### src/rtl/hif_pkg.sv
package hif_pkg;
  parameter int HIF_DW = 8;

  typedef struct packed {
    logic ps;
    logic m68;
    logic csN;
    logic a0;
    logic rd;
    logic wr;
    logic [HIF_DW-1:0] d;
  } hifPins_t;

  typedef struct packed {
    logic wrPar;
    logic wrSer;
    logic shiftEn;
    logic rdStart;
    logic oeOn;
  } hifStrobes_t;

  localparam hifPins_t HIF_PIN_RST = '{ps: 1'b0, m68: 1'b0, csN: 1'b1, a0: 1'b0,
                                       rd: 1'b0, wr: 1'b0, d: '0};
endpackage

### src/rtl/hif_sync.sv
module hif_sync #(
  parameter int W = 8,
  parameter int STAGES = 2,
  parameter logic [W-1:0] RST = '0
) (
  input  logic         clk,
  input  logic         rstN,
  input  logic [W-1:0] asyncIn,
  output logic [W-1:0] syncOut,
  output logic [W-1:0] syncPrev
);
  logic [W-1:0] stage [STAGES];

  generate
    for (genvar s = 0; s < STAGES; s++) begin : g_stage
      always_ff @(posedge clk or negedge rstN) begin
        if (!rstN) stage[s] <= RST;
        else if (s == 0) stage[s] <= asyncIn;
        else stage[s] <= stage[(s == 0) ? 0 : s-1];
      end
    end
  endgenerate

  always_ff @(posedge clk or negedge rstN) begin
    if (!rstN) syncPrev <= RST;
    else syncPrev <= stage[STAGES-1];
  end

  assign syncOut = stage[STAGES-1];
endmodule

### src/rtl/hif_ctrl.sv
module hif_ctrl
  import hif_pkg::*;
#(
  parameter int DW = HIF_DW
) (
  input  logic        clk,
  input  logic        rstN,
  input  hifPins_t    cur,
  input  hifPins_t    prev,
  output hifStrobes_t stb
);
  localparam int CNTW = $clog2(DW);
  localparam int SCLK_BIT = DW - 2;
  localparam logic [CNTW-1:0] LAST_BIT = CNTW'(DW - 1);

  logic [CNTW-1:0] bitCnt;
  logic readNow, readWas, sclkRise, serialSel;

  function automatic logic readActive(hifPins_t p);
    return p.ps && !p.csN && (p.m68 ? (p.rd && p.wr) : !p.rd);
  endfunction

  always_comb begin
    serialSel = !cur.ps;
    readNow   = readActive(cur);
    readWas   = readActive(prev);
    sclkRise  = cur.d[SCLK_BIT] && !prev.d[SCLK_BIT];

    stb = '0;
    stb.oeOn    = readNow;
    stb.rdStart = readNow && !readWas;
    if (cur.ps && !cur.csN) begin
      if (cur.m68) stb.wrPar = prev.rd && !cur.rd && !cur.wr;
      else         stb.wrPar = !prev.wr && cur.wr;
    end
    stb.shiftEn = serialSel && !cur.csN && sclkRise;
    stb.wrSer   = stb.shiftEn && (bitCnt == LAST_BIT);
  end

  always_ff @(posedge clk or negedge rstN) begin
    if (!rstN) bitCnt <= '0;
    else if (!serialSel || cur.csN) bitCnt <= '0;
    else if (stb.shiftEn) bitCnt <= (bitCnt == LAST_BIT) ? '0 : bitCnt + 1'b1;
  end

  // a deselected serial port starts the next byte from bit zero
  assert_cnt_clear_R8: assert property (@(posedge clk) disable iff (!rstN)
    cur.csN |=> (bitCnt == '0));
endmodule

### src/rtl/hif_dpath.sv
module hif_dpath
  import hif_pkg::*;
#(
  parameter int DW = HIF_DW
) (
  input  logic          clk,
  input  logic          rstN,
  input  hifStrobes_t   stb,
  input  logic [DW-1:0] dCur,
  input  logic          a0Cur,
  input  logic [DW-1:0] rdData,
  output logic [DW-1:0] dOut,
  output logic          dOe,
  output logic          wrValid,
  output logic [DW-1:0] wrByte,
  output logic          wrIsData,
  output logic          rdStrobe,
  output logic          rdIsData
);
  localparam int SDI_BIT = DW - 1;

  logic [DW-1:0] shReg;
  logic [DW-1:0] serByte;

  assign serByte = {shReg[DW-2:0], dCur[SDI_BIT]};

  always_ff @(posedge clk or negedge rstN) begin
    if (!rstN) begin
      shReg    <= '0;
      wrValid  <= 1'b0;
      wrByte   <= '0;
      wrIsData <= 1'b0;
      rdStrobe <= 1'b0;
      rdIsData <= 1'b0;
      dOe      <= 1'b0;
    end else begin
      if (stb.shiftEn) shReg <= serByte;
      wrValid  <= stb.wrPar || stb.wrSer;
      if (stb.wrPar || stb.wrSer) begin
        wrByte   <= stb.wrSer ? serByte : dCur;
        wrIsData <= a0Cur;
      end
      rdStrobe <= stb.rdStart;
      if (stb.rdStart) rdIsData <= a0Cur;
      dOe <= stb.oeOn;
    end
  end

  assign dOut = dOe ? rdData : '0;

  assert_wr_pulse_R10: assert property (@(posedge clk) disable iff (!rstN)
    wrValid |=> !wrValid);
  assert_no_clash_R10: assert property (@(posedge clk) disable iff (!rstN)
    !(wrValid && rdStrobe));
  assert_rd_drives_R4: assert property (@(posedge clk) disable iff (!rstN)
    rdStrobe |-> dOe);
endmodule

### src/rtl/hostbus_frontend.sv
module hostbus_frontend
  import hif_pkg::*;
#(
  parameter int DW = HIF_DW,
  parameter int SYNC_STAGES = 2
) (
  input  logic          clk,
  input  logic          rstN,
  input  logic          psSel,
  input  logic          m68Sel,
  input  logic          csN,
  input  logic          a0,
  input  logic          rdE,
  input  logic          wrRw,
  input  logic [DW-1:0] dIn,
  input  logic [DW-1:0] rdData,
  output logic [DW-1:0] dOut,
  output logic          dOe,
  output logic          wrValid,
  output logic [DW-1:0] wrByte,
  output logic          wrIsData,
  output logic          rdStrobe,
  output logic          rdIsData
);
  localparam int PW = $bits(hifPins_t);

  hifPins_t    pinsIn, pinsCur, pinsPrev;
  hifStrobes_t stb;

  always_comb begin
    pinsIn.ps  = psSel;
    pinsIn.m68 = m68Sel;
    pinsIn.csN = csN;
    pinsIn.a0  = a0;
    pinsIn.rd  = rdE;
    pinsIn.wr  = wrRw;
    pinsIn.d   = dIn;
  end

  hif_sync #(.W(PW), .STAGES(SYNC_STAGES), .RST(HIF_PIN_RST)) u_sync (
    .clk(clk), .rstN(rstN), .asyncIn(pinsIn),
    .syncOut(pinsCur), .syncPrev(pinsPrev)
  );

  hif_ctrl #(.DW(DW)) u_ctrl (
    .clk(clk), .rstN(rstN), .cur(pinsCur), .prev(pinsPrev), .stb(stb)
  );

  hif_dpath #(.DW(DW)) u_dpath (
    .clk(clk), .rstN(rstN), .stb(stb), .dCur(pinsCur.d), .a0Cur(pinsCur.a0),
    .rdData(rdData), .dOut(dOut), .dOe(dOe), .wrValid(wrValid),
    .wrByte(wrByte), .wrIsData(wrIsData), .rdStrobe(rdStrobe),
    .rdIsData(rdIsData)
  );

  // serial mode never turns the data pins around
  assert_serial_no_oe_R9: assert property (@(posedge clk) disable iff (!rstN)
    !pinsCur.ps |=> !dOe);
endmodule

### config.mk
export PLATFORM = sky130hd
export DESIGN_NAME = hostbus_frontend
export DESIGN_NICKNAME = d
export VERILOG_FILES = /design/src/rtl/hif_pkg.sv /design/src/rtl/hif_sync.sv /design/src/rtl/hif_ctrl.sv /design/src/rtl/hif_dpath.sv /design/src/rtl/hostbus_frontend.sv
export SDC_FILE = /design/constraint.sdc
export NUM_CORES = 1
export LEC_CHECK = 0
export CELL_PAD_IN_SITES_DETAIL_PLACEMENT = 0
export CELL_PAD_IN_SITES_GLOBAL_PLACEMENT = 1
export CORE_MARGIN = 4
export CORE_UTILIZATION = 30
export DETAILED_ROUTE_END_ITERATION = 8
export GPL_TIMING_DRIVEN = 0
export PLACE_DENSITY_LB_ADDON = 0.1
export RECOVER_POWER = 100
export SYNTH_ARGS = -nofsm -noshare
export SYNTH_HDL_FRONTEND = slang
export SYNTH_SLANG_ARGS = --single-unit
export TNS_END_PERCENT = 30
### constraint.sdc
create_clock -name clk -period 2.4 [get_ports clk]
set_input_delay 0.24 -clock clk [delete_from_list [all_inputs] [get_ports clk]]
set_output_delay 0.24 -clock clk [all_outputs]
set_load 0.02 [all_outputs]
Yosys cells after proc, flatten, opt, wreduce, memory -nomap -nowiden
Index checks and enable logic that the tools add are counted.
Word-level totals
  register bits after elaboration: 65
  input bits: 24
  output and inout bits: 21
  word-level logic and storage cells: 48
Operators by class
  add/subtract/negate cells: 1
  eq/ne operators: 1
  multiplexer cells: 9
  reductions and logical operators: 26
Operators with widths (count)
  two-way mux 8 bit: 2
  logical AND 1 bit: 14
  zero test 1 bit: 9
  two-way mux 3 bit: 3
  two-way mux 1 bit: 4
  adder 3 x 1 -> 3 bit, second input constant: 1
  equality test 3 bit, second input constant: 1
  logical OR 1 bit: 2
  nonzero test 2 bit: 1

Logic depth before layout (Yosys ltp)
Gate-level depths: netlist of the first run.
  depth in word-level cells: 6
  gate-level depth with buffers: 6
  gate-level depth less buffers: 5

By module
Synthesis of the first run repeated with hierarchy kept, for this count alone.
Second synthesis, totals
  cells, all modules: 149
  area total of the unflattened synthesis: 2254.7 sq um
Modules (own cells, without submodules)
  hif_sync: instances 1, cells each 56, area an instance 1159.9 sq um, seq. area each 1054.8 sq um
  hif_dpath: instances 1, cells each 65, area an instance 835.8 sq um, seq. area each 500.5 sq um
  hif_ctrl: instances 1, cells each 28, area an instance 259.0 sq um, seq. area each 75.1 sq um

Least setup slack after synthesis of the first run
Ideal clock, no wire load.
  path kind: register -> register
  start point: register u_sync.stage (netlist bit u_sync.syncOut[13])
  end point: register u_dpath.wrIsData
  setup time: 0.127 ns
  data arrival time: 1.469 ns
  data required time: 2.273 ns
  path slack: 0.804 ns
  cell stages (with the launch flop): 5
  path buffers: 0
  clock period less this slack: 1.596 ns
  path through: dfrtp_1 > nor4b_4 > nand2_4 > nand2_2 > mux2_1
Between the ends
  cells in the longest elaborated chain, start to end: 5
  elaborated cells on any way between the ends: 7
  those cells by class: mux (1); reduce/logical (6)
Ends and longest elaborated chain
  start: declaration: line hif_sync.sv:12  | logic [W-1:0] stage [STAGES];
  start signal: indexed assignment: line hif_sync.sv:18  | else if (s == 0) stage[s] <= asyncIn;
  start signal: indexed assignment: line hif_sync.sv:19  | else stage[s] <= stage[(s == 0) ? 0 : s-1];
  zero test 1 bit: line hif_ctrl.sv:24  | serialSel = !cur.ps;
  logical AND 1 bit (2 in series): line hif_ctrl.sv:36  | stb.shiftEn = serialSel && !cur.csN && sclkRise;
  logical AND 1 bit: line hif_ctrl.sv:37  | stb.wrSer = stb.shiftEn && (bitCnt == LAST_BIT);
  logical OR 1 bit *: line hif_dpath.sv:39  | if (stb.wrPar || stb.wrSer) begin
  end signal: assignment: line hif_dpath.sv:41  | wrIsData <= a0Cur;
  end: declaration: line hif_dpath.sv:16  | output logic wrIsData,
Mark *: on every way between the ends. The rest lies on a longest branch, timed or not.
A chain may end at the register's enable or synchronous reset.

Worst setup path after layout of the first run
Ends and elaborated chain as after synthesis.

==> impl_metrics.ini, run 1 <==
[timing]
rsz0062_at_grt = false
slew_headroom_pct = 7.440
tightest_slew_ns = 1.388
setup_violations = 0
hold_violations = 0
drv_slew = 0
fmax_ghz = 0.4995
fin_crit_ns = 2.002
fin_crit_sh_pct = 83.42
skew_ns = 0.005745

[power_and_ir_drop]
p_comb_share_pct = 13.7
switching_share_pct = 24.51
p_total_mw = 2.190
vdd_ir_drop_max_uv = 440.4
p_sw_mw = 0.5366
pwr_density_cell_mw_per_mm2 = 817.0
clkPwrFrac_pct = 34.9
power.leakage_nw = 1.264
p_seq_share_pct = 51.4
intPower_mw = 1.653

[setup_path]
critPathLaunchType = register
crit_fanout = 9
cp.required_ns = 2.60
critPathCaptureType = register
critPathKind = register to register
worstPathArrival_ns = 2.21
r2r_setup_slack_ns = 0.40
reg2reg_depth = 4
worstReg2RegStart = u_sync.syncOut[13]$_DFF_PN0_
worst_r2r_endpoint = u_dpath.wrIsData$_DFFE_PN0P_

[place]
place_congestion = 0.6930
numPortBuffers = 44
placed_area_sq_mm = 0.002530
dp_hpwl_microns = 2494
place_inst = 247

[yosys]
synth_top_area_share_pct = 68.31
netlist_area_sq_mm = 0.001978
ys_top_cells_by_area = dfrtp_1 (68%), mux2i_1 (5.1%), dfstp_2 (4.0%)
synth_cells = 125
syn_nets = 151
syn_avg_cell_area_sq_um = 15.83
yosysTopAreaCell = dfrtp_1
yosys_warnings = 0
synth_cell_type_count = 30
ys_seq_area_share_pct = 72.30
ys_ff_latch = 57

[hold_path]
min-delay-start = u_sync.stage[18]$_DFF_PN0_
hold-path-cell-count = 0
hold_end = u_sync.syncOut[4]$_DFF_PN0_
hp-class = register to register

[floorplan]
io_pins = 45
start_util_pct = 30.98
rows = 29
dieArea_sq_mm = 0.007957
fp.dieW_microns = 89.20
core_sq_mm = 0.006386
die_h_microns = 89.20

[routing]
drc = 0
firstDrtPassIters = 3
routed_via_density = 4.330
ant_nets = 0
drt_iter0_drc = 49
wire_per_inst_microns = 13.22
finalWirelength_microns = 3491
vias = 1143

[clock_tree]
clock_path_buffers = 2
clkLatencyLatePin_ns = 0.33
cts_tree = yes
cts_setup_buffers = 0
htree_num_levels = 3
cts_buffers = 9
root_buffer = clkbuf_8
cts_num_sinks = 57
path_clk_slew_ns = 0.06

[cells_and_area]
drive_above_1_share_pct = 17.11
fin_cells = 264
num-fill-cells = 608
fin_nets = 208
diodes = 0
synthToLayoutAreaGrowth_pct = 35.48
final_area_sq_mm = 0.002680

[grt]
grt_pass1_vias = 1260
antenna_found_initial = 0
grt_pass1_wl_microns = 5830
grt_usage_pct = 10.21
overflow = 0
grt_start_max_net_pins = 34

[run_status]
status = complete, no violations

[job]
maxCapViolCount = 0
[worst max-delay path, stage by stage, from the launching register on]
cell,delay (ns)
dfrtp_1,0.46
nor4b_4,0.56
nand2_1,0.34
nand2_1,0.18
mux2_1,0.33
[cells by family (layout without fill, tap and decap cells)]
kind of cell	after synthesis	after routing	synth area share (%)
compound gates	14	14	5.566
fa+ha+maj	2	2	1.265
buf+inv	3	65	1.138
flops	57	57	72.30
mux	18	18	9.615
simple gates	31	31	10.12
[cells in the mapped netlist]
cell type and number:
buf_4 1, nor4bb_1 1, a32o_1 1, nor3b_1 1
buf_6 1, mux2i_1 10, mux2_2 7, a21boi_2 1
inv_1 1, dfstp_2 3, a21oi_1 1, nand2b_1 1
o21ai_0 2, nor3_1 3, nand2_1 1, nor4b_4 1
a21oi_2 7, or2_2 1, ha_1 2, nor2b_1 2
o21bai_1 1, and2_1 8, nand3_1 2, dfrtp_1 54
o21ai_1 1, nand2_4 1, nor2_1 5, mux2_1 1
nand2_2 1, nor2_2 3
[layout make-up]
cell class | count | area [sq um] | area share (%)
repair buffers | 46 | 464.2 | 17.32
well taps | 77 | 96.34 | 3.595
clock inverters | 3 | 15.01 | 0.5602
inverters | 1 | 3.754 | 0.1401
flip-flops and latches | 57 | 1430 | 53.36
multi-input cells | 65 | 493.0 | 18.39
plain buffers | 2 | 18.77 | 0.7003
clock buffers | 13 | 158.9 | 5.929
[stage by stage]
stage               util (%)  setup slack (ns)  setup TNS (ns)  hold WS (ns)
floorplan                  -            0.8041               0      -0.05559
global placement       39.38           -0.5184          -27.80        0.3321
detailed placement     39.62            0.5545               0        0.2650
CTS                    42.50            0.5367               0        0.3194
global route           41.97            0.2445               0        0.3539
finish                 41.97            0.3980               0        0.3485
[worst max-delay path by stage]
stage	start	to	slack, ns
floorplan	u_sync.syncOut[13]$_DFF_PN0_	u_dpath.wrIsData$_DFFE_PN0P_	0.80
global route	u_sync.syncOut[13]$_DFF_PN0_	u_dpath.wrIsData$_DFFE_PN0P_	0.24
CTS	u_sync.syncOut[13]$_DFF_PN0_	u_dpath.wrIsData$_DFFE_PN0P_	0.54
finish	u_sync.syncOut[13]$_DFF_PN0_	u_dpath.wrIsData$_DFFE_PN0P_	0.40
detailed placement	u_sync.syncOut[13]$_DFF_PN0_	u_dpath.wrIsData$_DFFE_PN0P_	0.55
global placement	rstN	u_sync.stage[24]$_DFF_PN0_	-0.52
[flip-flops by register name, summed over array words and instances, names as in the netlist, 3 cells and up]
| signal | flops |
|---|---|
| u_sync.stage | 14 |
| u_sync.syncOut | 14 |
| u_dpath.wrByte | 8 |
| u_dpath.shReg | 7 |
| u_sync.syncPrev | 6 |
| u_ctrl.bitCnt | 3 |
[power by group through the flow]
stage / Clock, mW / Sequential [mW] / Combinational [mW]
2_1_floorplan: 0 / 1.19 / 0.108
3_3_place_gp: 0 / 1.14 / 0.329
3_5_place_dp: 0 / 1.15 / 0.337
4_1_cts: 0.800 / 1.13 / 0.339
5_1_grt: 0.846 / 1.14 / 0.328
6_report: 0.764 / 1.13 / 0.301
[layout by cell type (no fill, tap or decap), types with 3 or more instances in the layout]
master	instances
dlygate4sd3_1	36
clkinv_2	3
nor2_1	8
a21oi_1	4
nor3_1	3
and2_1	8
clkbuf_8	11
mux2_2	7
a21oi_2	4
clkbuf_1	3
dfrtp_1	54
mux2i_1	10
nand2_1	3
clkdlybuf4s50_1	8
[timing repair]
action,CTS,global route
hold endpoints to repair,22,0
setup endpoints to repair,0,0
resized for setup,0,0
hold buffers,1,0
[per-layer routing]
metal	global-route usage, %	vias up	wire, microns
met5	0	-	0
met4	7.307	0	92
met3	3.410	7	226
met2	16.34	36	1736
met1	11.35	559	1436
li1	-	541	-
Power figures use the tool's default switching activity.
==> run 2, diff against run 1 <==
==> constraint.sdc (replaced) <==
create_clock -name clk -period 2 [get_ports clk]
set_input_delay 0.2 -clock clk [delete_from_list [all_inputs] [get_ports clk]]
set_output_delay 0.2 -clock clk [all_outputs]
set_load 0.02 [all_outputs]
==> run 2 against run 1 <==
Against the previous run:
- clock-buffer cell count did not move
- design area up 0.47%
- cell count stayed put
- combinational power rose by 21%
- largest power group unchanged
==> impl_metrics.ini, run 2 (synthesis results as in run 1) <==
[run_status]
status = complete, no violations

[setup_path]
critPathKind = register to register
critPathLaunchType = register
cp.required_ns = 2.20
critPathCaptureType = register
worstReg2RegStart = u_sync.syncOut[13]$_DFF_PN0_
r2r_setup_slack_ns = 0.17
crit_fanout = 9
worstPathArrival_ns = 2.03
worst_r2r_endpoint = u_dpath.wrIsData$_DFFE_PN0P_
reg2reg_depth = 4

[grt]
antenna_found_initial = 0
overflow = 0
grt_usage_pct = 10.21
grt_pass1_wl_microns = 5830
grt_start_max_net_pins = 34
grt_pass1_vias = 1260

[place]
place_inst = 247
dp_hpwl_microns = 2494
preCtsSetupSlack_ns = 0.1545
place_congestion = 0.6930
numPortBuffers = 44

[clock_tree]
htree_num_levels = 3
cts_num_sinks = 57
cts_setup_buffers = 0
cts_resized = 0
cts_buffers = 9
postCtsHoldBufs = 1
root_buffer = clkbuf_8
clock_path_buffers = 2
path_clk_slew_ns = 0.06
clkLatencyLatePin_ns = 0.33
cts_tree = yes

[timing]
fmax_ghz = 0.5471
slew_headroom_pct = 8.712
skew_ns = 0.005519
tightest_slew_ns = 1.369
fin_crit_sh_pct = 91.40
hold_violations = 0
drv_slew = 0
fin_ws_ns = 0.1721
setup_violations = 0
rsz0062_at_grt = false
fin_crit_ns = 1.828
tns_ns = 0

[floorplan]
dieArea_sq_mm = 0.007957
fp.dieW_microns = 89.20
rows = 29
io_pins = 45
die_h_microns = 89.20
start_util_pct = 30.98
core_sq_mm = 0.006386

[routing]
drc = 0
ant_nets = 0
drt_iter0_drc = 43
finalWirelength_microns = 3498
firstDrtPassIters = 3
vias = 1143
routed_via_density = 4.330
wire_per_inst_microns = 13.25

[hold_path]
min-delay-start = u_sync.stage[18]$_DFF_PN0_
hp-class = register to register
hold-path-cell-count = 0
hold_end = u_sync.syncOut[4]$_DFF_PN0_

[cells_and_area]
layout_commonest_cell = dfrtp_1
mostFrequentLayoutCells = dfrtp_1 (54), dlygate4sd3_1 (36), clkbuf_8 (11)
fin_cells = 264
fin_nets = 208
drive_above_1_share_pct = 19.79
synthToLayoutAreaGrowth_pct = 36.12
diodes = 0

[power_and_ir_drop]
p_sw_mw = 0.6485
vdd_ir_drop_max_uv = 528.2
pwr_density_cell_mw_per_mm2 = 978.2
p_comb_share_pct = 13.8
power.leakage_nw = 1.275
p_seq_share_pct = 51.4
switching_share_pct = 24.62
intPower_mw = 1.986
clkPwrFrac_pct = 34.8

[job]
maxCapViolCount = 0
-- run 2: layout make-up --
type,instances,area (sq um)
sequential,57,1430
timing repair buffer,46,464.2
clock inverter,3,15.01
tap,77,96.34
inverter,1,3.754
clock buffer,13,158.9
buffer,2,12.51
fill,610,3694
multi-input combinational,65,511.7
-- run 2: worst max-delay path, cell delays in order, from the launching register on --
cell	delay, ns
dfrtp_1	0.46
nor4b_4	0.63
nand2_4	0.16
nand2_1	0.13
mux2_1	0.32
-- run 2: power groups by stage --
stage / registers [mW] / logic (mW) / clock network, mW
after global routing: 1.37 / 0.397 / 1.01
after CTS: 1.36 / 0.407 / 0.961
final: 1.35 / 0.364 / 0.917
after floorplan: 1.43 / 0.129 / 0
after global placement: 1.37 / 0.394 / 0
after detailed placement: 1.38 / 0.404 / 0
-- run 2: worst max path at each step --
stage                                    to                    startpoint  depth (start not counted)  slack, ns
6_report       u_dpath.wrIsData$_DFFE_PN0P_  u_sync.syncOut[13]$_DFF_PN0_                          4       0.17
4_1_cts        u_dpath.wrIsData$_DFFE_PN0P_  u_sync.syncOut[13]$_DFF_PN0_                          4       0.14
3_3_place_gp     u_sync.stage[24]$_DFF_PN0_                          rstN                          1      -0.88
2_1_floorplan  u_dpath.wrIsData$_DFFE_PN0P_  u_sync.syncOut[13]$_DFF_PN0_                          4       0.40
5_1_grt        u_dpath.wrIsData$_DFFE_PN0P_  u_sync.syncOut[13]$_DFF_PN0_                          4       0.05
3_5_place_dp   u_dpath.wrIsData$_DFFE_PN0P_  u_sync.syncOut[13]$_DFF_PN0_                          4       0.15
-- run 2: routing by layer --
| metal | up-vias | routed length [microns] | global-route usage (%) |
|---|---|---|---|
| met5 | - | 0 | 0 |
| met4 | 0 | 92 | 7.307 |
| met3 | 7 | 226 | 3.410 |
| met2 | 36 | 1775 | 16.34 |
| met1 | 560 | 1404 | 11.35 |
| li1 | 540 | - | - |
-- run 2: stage by stage --
stage	power [mW]	cell area [sq um]	hold WS (ns)	utilization, %
after global placement	1.767	2515	0.3321	39.38
after detailed placement	1.781	2530	0.2250	39.62
after CTS	2.725	2714	0.2794	42.50
after floorplan	1.558	1978	-0.09559	-
after global routing	2.781	2693	0.3539	42.16
final	2.634	2693	0.3484	42.16
